### config.mk
export PLATFORM = sky130hd
export DESIGN_NAME = thermo_scratchpad
export DESIGN_NICKNAME = d
export VERILOG_FILES = /design/src/rtl/tsp_pkg.sv /design/src/rtl/tsp_crc8.sv /design/src/rtl/tsp_conv_timer.sv /design/src/rtl/thermo_scratchpad.sv
export SDC_FILE = /design/constraint.sdc
export NUM_CORES = 1
export LEC_CHECK = 0
export BUFFER_PORTS_ARGS = -buffer_cell sky130_fd_sc_hd__buf_4
export CORE_MARGIN = 2
export CORE_UTILIZATION = 35
export CTS_CLUSTER_DIAMETER = 30
export DETAILED_ROUTE_END_ITERATION = 16
export GPL_TIMING_DRIVEN = 1
export PLACE_DENSITY = 0.59
export SLEW_MARGIN = 40
export SYNTH_ARGS = -nofsm -noshare
export SYNTH_HDL_FRONTEND = slang
export SYNTH_SLANG_ARGS = --single-unit
### constraint.sdc
create_clock -name clk -period 7.67 [get_ports clk]
set_input_delay 1.534 -clock clk [delete_from_list [all_inputs] [get_ports clk]]
set_output_delay 1.534 -clock clk [all_outputs]
set_load 0.1 [all_outputs]
### src/rtl/tsp_pkg.sv
package tsp_pkg;

   typedef enum logic [7:0] {
      CMD_CONVERT = 8'h44,
      CMD_WRITE   = 8'h4E,
      CMD_READ    = 8'hBE,
      CMD_COPY    = 8'h48,
      CMD_PWR     = 8'hB4
   } cmd_e;

   typedef enum logic [2:0] {
      S_CMD,
      S_WR,
      S_RD,
      S_PWR,
      S_DONE
   } state_e;

   // One byte through the reflected x^8+x^5+x^4+1 register, bit 0 first.
   function automatic logic [7:0] crc8_step(input logic [7:0] crc, input logic [7:0] din);
      logic [7:0] c;
      c = crc;
      for (int i = 0; i < 8; i++) begin
         if (c[0] ^ din[i]) c = (c >> 1) ^ 8'h8C;
         else               c = c >> 1;
      end
      return c;
   endfunction

endpackage

### src/rtl/tsp_crc8.sv
module tsp_crc8 import tsp_pkg::*; (
   input  logic       clk,
   input  logic       rst_n,
   input  logic       clr,
   input  logic       en,
   input  logic [7:0] din,
   output logic [7:0] crc
);
   logic [7:0] acc_q;

   always_ff @(posedge clk) begin
      if (!rst_n || clr) acc_q <= '0;
      else if (en)       acc_q <= crc8_step(acc_q, din);
   end

   assign crc = acc_q;
endmodule

### src/rtl/tsp_conv_timer.sv
module tsp_conv_timer #(
   parameter int CONV_BASE = 750000
) (
   input  logic       clk,
   input  logic       rst_n,
   input  logic       start,
   input  logic [1:0] res,
   output logic       busy,
   output logic       done,
   output logic [1:0] res_q
);
   localparam int CW = $clog2(CONV_BASE + 1);
   localparam logic [CW-1:0] BASE_V = CW'(CONV_BASE);

   logic [CW-1:0] cnt_q;
   logic [CW-1:0] len;
   logic          busy_q;

   assign len  = BASE_V >> (2'd3 - res);
   assign done = busy_q && (cnt_q == '0);
   assign busy = busy_q;

   always_ff @(posedge clk) begin
      if (!rst_n) begin
         busy_q <= 1'b0;
         cnt_q  <= '0;
         res_q  <= 2'd3;
      end else if (start && !busy_q) begin
         busy_q <= 1'b1;
         cnt_q  <= len - 1'b1;
         res_q  <= res;
      end else if (busy_q) begin
         if (cnt_q == '0) busy_q <= 1'b0;
         else             cnt_q  <= cnt_q - 1'b1;
      end
   end
endmodule

### src/rtl/thermo_scratchpad.sv
module thermo_scratchpad import tsp_pkg::*; #(
   parameter int          CONV_BASE   = 750000,
   parameter logic [15:0] TEMP_POR    = 16'h0550,
   parameter logic [7:0]  NV_HI_INIT  = 8'h4B,
   parameter logic [7:0]  NV_LO_INIT  = 8'h46,
   parameter logic [1:0]  NV_RES_INIT = 2'b11,
   parameter logic [7:0]  RSV5        = 8'hFF,
   parameter logic [7:0]  RSV6        = 8'h0C,
   parameter logic [7:0]  RSV7        = 8'h10
) (
   input  logic        clk,
   input  logic        rst_n,
   input  logic        bus_reset,
   input  logic        rx_valid,
   input  logic [7:0]  rx_byte,
   input  logic        tx_req,
   output logic        tx_valid,
   output logic [7:0]  tx_byte,
   input  logic [15:0] temp_in,
   input  logic        ext_power,
   output logic        busy
);
   localparam int IDXW     = 4;
   localparam int SP_BYTES = 8;
   localparam int FRAC_MAX = 3;

   generate
      if (CONV_BASE < 8 || (CONV_BASE % 8) != 0) begin : g_bad_base
         $error("CONV_BASE must be a positive multiple of 8");
      end
   endgenerate

   state_e          state_q;
   logic [7:0]      th_q, tl_q;
   logic [1:0]      res_q;
   logic [15:0]     temp_q;
   logic [7:0]      nv_th  = NV_HI_INIT;
   logic [7:0]      nv_tl  = NV_LO_INIT;
   logic [1:0]      nv_res = NV_RES_INIT;
   logic [1:0]      wr_cnt;
   logic [7:0]      stg_th, stg_tl;
   logic [IDXW-1:0] rd_idx;
   logic [7:0]      sp_byte, cfg_rd, crc_val;
   logic [1:0]      conv_res;
   logic            conv_done;
   logic [15:0]     keep_mask;

   logic cmd_fire, conv_start, copy_go, rd_go, wr_fire, tx_sp;
   assign cmd_fire   = rx_valid && !bus_reset && (state_q == S_CMD);
   assign conv_start = cmd_fire && (rx_byte == CMD_CONVERT);
   assign copy_go    = rst_n && cmd_fire && (rx_byte == CMD_COPY);
   assign rd_go      = cmd_fire && (rx_byte == CMD_READ);
   assign wr_fire    = rx_valid && !bus_reset && (state_q == S_WR);
   assign tx_sp      = tx_req && (state_q == S_RD) && (rd_idx < IDXW'(SP_BYTES));

   assign cfg_rd = {1'b0, res_q, 5'h1F};

   always_comb begin
      case (rd_idx[2:0])
         3'd0:    sp_byte = temp_q[7:0];
         3'd1:    sp_byte = temp_q[15:8];
         3'd2:    sp_byte = th_q;
         3'd3:    sp_byte = tl_q;
         3'd4:    sp_byte = cfg_rd;
         3'd5:    sp_byte = RSV5;
         3'd6:    sp_byte = RSV6;
         default: sp_byte = RSV7;
      endcase
   end

   // Fractional bit i survives when the resolution code is at least 3-i.
   genvar gi;
   generate
      for (gi = 0; gi < FRAC_MAX; gi++) begin : g_mask
         assign keep_mask[gi] = (conv_res >= 2'(FRAC_MAX - gi));
      end
   endgenerate
   assign keep_mask[15:FRAC_MAX] = '1;

   tsp_conv_timer #(.CONV_BASE(CONV_BASE)) u_timer (
      .clk   (clk),
      .rst_n (rst_n),
      .start (conv_start),
      .res   (res_q),
      .busy  (busy),
      .done  (conv_done),
      .res_q (conv_res)
   );

   tsp_crc8 u_crc (
      .clk   (clk),
      .rst_n (rst_n),
      .clr   (rd_go),
      .en    (tx_sp),
      .din   (sp_byte),
      .crc   (crc_val)
   );

   // Nonvolatile shadow: untouched by power-on reset.
   always_ff @(posedge clk) begin
      if (copy_go) begin
         nv_th  <= th_q;
         nv_tl  <= tl_q;
         nv_res <= res_q;
      end
   end

   always_ff @(posedge clk) begin
      if (!rst_n) begin
         state_q <= S_CMD;
         th_q    <= nv_th;
         tl_q    <= nv_tl;
         res_q   <= nv_res;
         temp_q  <= TEMP_POR;
         wr_cnt  <= '0;
         stg_th  <= '0;
         stg_tl  <= '0;
         rd_idx  <= '0;
      end else begin
         if (conv_done) temp_q <= temp_in & keep_mask;
         if (bus_reset) begin
            state_q <= S_CMD;
            wr_cnt  <= '0;
         end else if (cmd_fire) begin
            rd_idx <= '0;
            wr_cnt <= '0;
            case (rx_byte)
               CMD_WRITE: state_q <= S_WR;
               CMD_READ:  state_q <= S_RD;
               CMD_PWR:   state_q <= S_PWR;
               default:   state_q <= S_DONE;
            endcase
         end else if (wr_fire) begin
            case (wr_cnt)
               2'd0:    stg_th <= rx_byte;
               2'd1:    stg_tl <= rx_byte;
               default: begin
                  th_q    <= stg_th;
                  tl_q    <= stg_tl;
                  res_q   <= rx_byte[6:5];
                  state_q <= S_DONE;
               end
            endcase
            wr_cnt <= wr_cnt + 1'b1;
         end
         if (tx_req && state_q == S_RD && rd_idx <= IDXW'(SP_BYTES))
            rd_idx <= rd_idx + 1'b1;
      end
   end

   always_ff @(posedge clk) begin
      if (!rst_n) begin
         tx_valid <= 1'b0;
         tx_byte  <= 8'hFF;
      end else begin
         tx_valid <= tx_req;
         if (tx_req) begin
            if (tx_sp)                                          tx_byte <= sp_byte;
            else if (state_q == S_RD && rd_idx == IDXW'(SP_BYTES)) tx_byte <= crc_val;
            else if (state_q == S_PWR)                          tx_byte <= {8{ext_power}};
            else                                                tx_byte <= 8'hFF;
         end
      end
   end
endmodule

==> out/results.ini <==
[synth]
synth-warning-count = 0
synth_area_leaders = dfxtp_1 (28%), edfxtp_1 (19%), mux2i_1 (5.7%), nand2_1 (4.9%), xnor2_1 (4.0%)
ys_top_cells_by_count = dfxtp_1 (81), nand2_1 (75), edfxtp_1 (36)
post-synth-top-count-cell = dfxtp_1
yosysTopAreaCell = dfxtp_1
ys_types = 64
synth_ff_type = dfxtp_1
synthArstFlopShare = 0
syn_area_um2 = 5760
ys_ff_latch = 117
netlist_instances = 575
syn-num-nets = 619
synth_area_per_cell_um2 = 10.0
synth-seq-area-share = 0.469
synth_top_area_share = 0.281
synth_edf_count = 36

[clock_tree]
cts-root-buf = clkbuf_16
post_cts_buffers = 0
cts_num_sinks = 117
ctsHoldBuffers = 0
clk_path_buf_depth = 2
cts_tree = done
cts_buffers = 17
worstSkewPairLatency_ps = 410
htree_levels = 4
path_clk_slew_ps = 50
cts_resized = 0

[sta]
max_freq_mhz = 216
setup_violations = 0
period_share = 0.603
worst_slack_ps = 3050
min_period_ps = 4620
finalSetupTns_ps = 0
skew_ps = 7.62
hold_viol_final = 0
tightest_slew_ps = 678
slew-limit-headroom = 0.544
slew_violations = 0
rsz0062_at_grt = false

[floorplanning]
die_w_um = 132
initial_core_util = 0.360
die_h_um = 132
coreArea_um2 = 16000
dieArea_um2 = 17500
fp-row-count = 46
ios = 40

[layout]
area_growth_pct = 17.7
n_antenna_cell = 0
post-route-util = 0.424
nFillCells = 1571
finalNonFillerCells = 835
design_area_um2 = 6780
layout.nets = 650
drive_gt1_frac = 0.174

[placed_design]
dp_hpwl_um = 9540
gp_congestion = 0.829
dp_slack_ps = 2660
dpl_cell_area_um2 = 6210
place_inst = 803
portBuffers = 39

[global_route]
grt_usage = 0.162
antenna_found_initial = 0
grt_pass1_vias = 4394
overflow = 0
grt_start_max_net_pins = 90
grt_pass1_wl_um = 22500

[critical_path]
slowest_delay_ps = 510
worstPathArrival_ps = 4930
required_ps = 7980
worstSetupEndpointType = flop
cp_max_fo = 16
startpoint_type = primary input
crit_top_cell = nand2_1
worstPathCellList = buf_4 > nor4b_2 > nand2b_1 > nor3b_2 > nand3_1 > a21boi_0 > ha_1 > nand4_1 > a21oi_1 > nand2_1 > xor2_1 > nand2_1 > and3_1
crit_type = primary input to flop
slowest_stage = nand3_1

[pwr]
cellPowerDensity_nw_per_um2 = 215
p_leak_nw = 2.52
irDropWorstVdd_uv = 243

[status]
run_status = complete, no violations

[run]
max-cap-violations = 0

[routing]
firstDrtPassIters = 4
drc = 0
vias = 4305
drt-total-wl_um = 13600
ant_nets = 0
wl_per_cell_um = 16.3
first_iter_violations = 256
routed_via_density = 5.16

[worst_hold_path]
worstHoldPathType = flop to flop

[path summary, 6_finish.rpt]
| check | start | endpoint | slack [ps] | cells past startpoint |
|---|---|---|---|---|
| max | bus_reset | u_timer.cnt_q[14] | 3050 | 13 |
| max reg2reg | state_q[2] | u_timer.cnt_q[14] | 3880 | 12 |
| min | wr_cnt[1] | wr_cnt[1] | 450 | 2 |
| min reg2reg | wr_cnt[1] | wr_cnt[1] | 450 | 2 |
[cell usage in the layout, fill, tap and decap left out, drive strengths merged, types with 3 or more instances in the layout]
master     n
a211oi     4
a21boi     7
a21oi     35
a22oi      7
a31oi      4
and2       6
and3       5
buf       42
clkbuf    18
clkinv     8
clkinvlp   4
dfxtp     81
edfxtp    36
ha        14
inv        9
mux2      18
mux2i     33
nand2     75
nand2b     7
nand3     16
nand4      6
nor2      24
nor2b     25
nor3      10
nor3b      4
nor4       6
nor4b      3
o211ai     8
o21ai     28
o22ai      3
or3        5
or4        3
xnor2     30
xor2       9
[where the power goes]
group	switching [W]	internal, W	leakage, nW
Clock	0.000283	0.000473	0.264
Sequential	0.00000522	0.000642	1.00
Combinational	0.0000292	0.0000236	1.25
[metal layers]
metal / routed length [um] / vias up / GRT usage
li1: - / 2117 / -
met1: 6240 / 2080 / 0.205
met2: 6410 / 83 / 0.263
met3: 552 / 25 / 0.0396
met4: 359 / 0 / 0.0687
met5: 0 / - / 0
[metrics by stage]
step                total power [W]  hold WS [ps]
floorplan                  0.000689           426
global placement           0.000713           445
detailed placement         0.000713           446
CTS                         0.00147           453
global route                0.00151           468
finish                      0.00146           453
[critical path, delay by kind of cell]
kind            cells  cell delay [ps]
fa+ha+maj           1              280
simple gates        8             2060
xor+xnor            1              160
buf+inv             1              130
compound gates      2              780
[sequential cells by signal (all words and copies together) (netlist names)]
name / cells
stg_th: 8
u_timer.res_q: 2
tl_q: 8
tx_valid: 1
nv_res: 2
tx_byte: 8
temp_q: 16
wr_cnt: 2
u_timer.cnt_q: 20
res_q: 2
nv_tl: 8
u_timer.busy: 1
th_q: 8
state_q: 3
u_crc.crc: 8
rd_idx: 4
nv_th: 8
stg_tl: 8
[logic make-up (layout without fill, tap and decap cells)]
group | Yosys count | after routing | share of synthesized area
AOI/OAI and AO/OA | 110 | 110 | 0.120
xor gates and xnor gates | 40 | 40 | 0.0703
and+or+nand+nor | 204 | 204 | 0.186
adders and majority gates | 14 | 14 | 0.0304
DFF | 117 | 117 | 0.469
muxes | 51 | 51 | 0.0925
buffers and inverters | 39 | 83 | 0.0315
[area by class of cell]
type / instances / area, um2 / share of cell area
inverters: 9 / 33.8 / 0.00498
multi-input cells: 419 / 2890 / 0.426
flip-flops and latches: 117 / 2700 / 0.398
well taps: 216 / 270 / 0.0398
repair buffers: 42 / 319 / 0.0470
clock buffers: 18 / 429 / 0.0633
clock inverters: 14 / 138 / 0.0203
No activity file was read; power rests on OpenSTA's default activity.
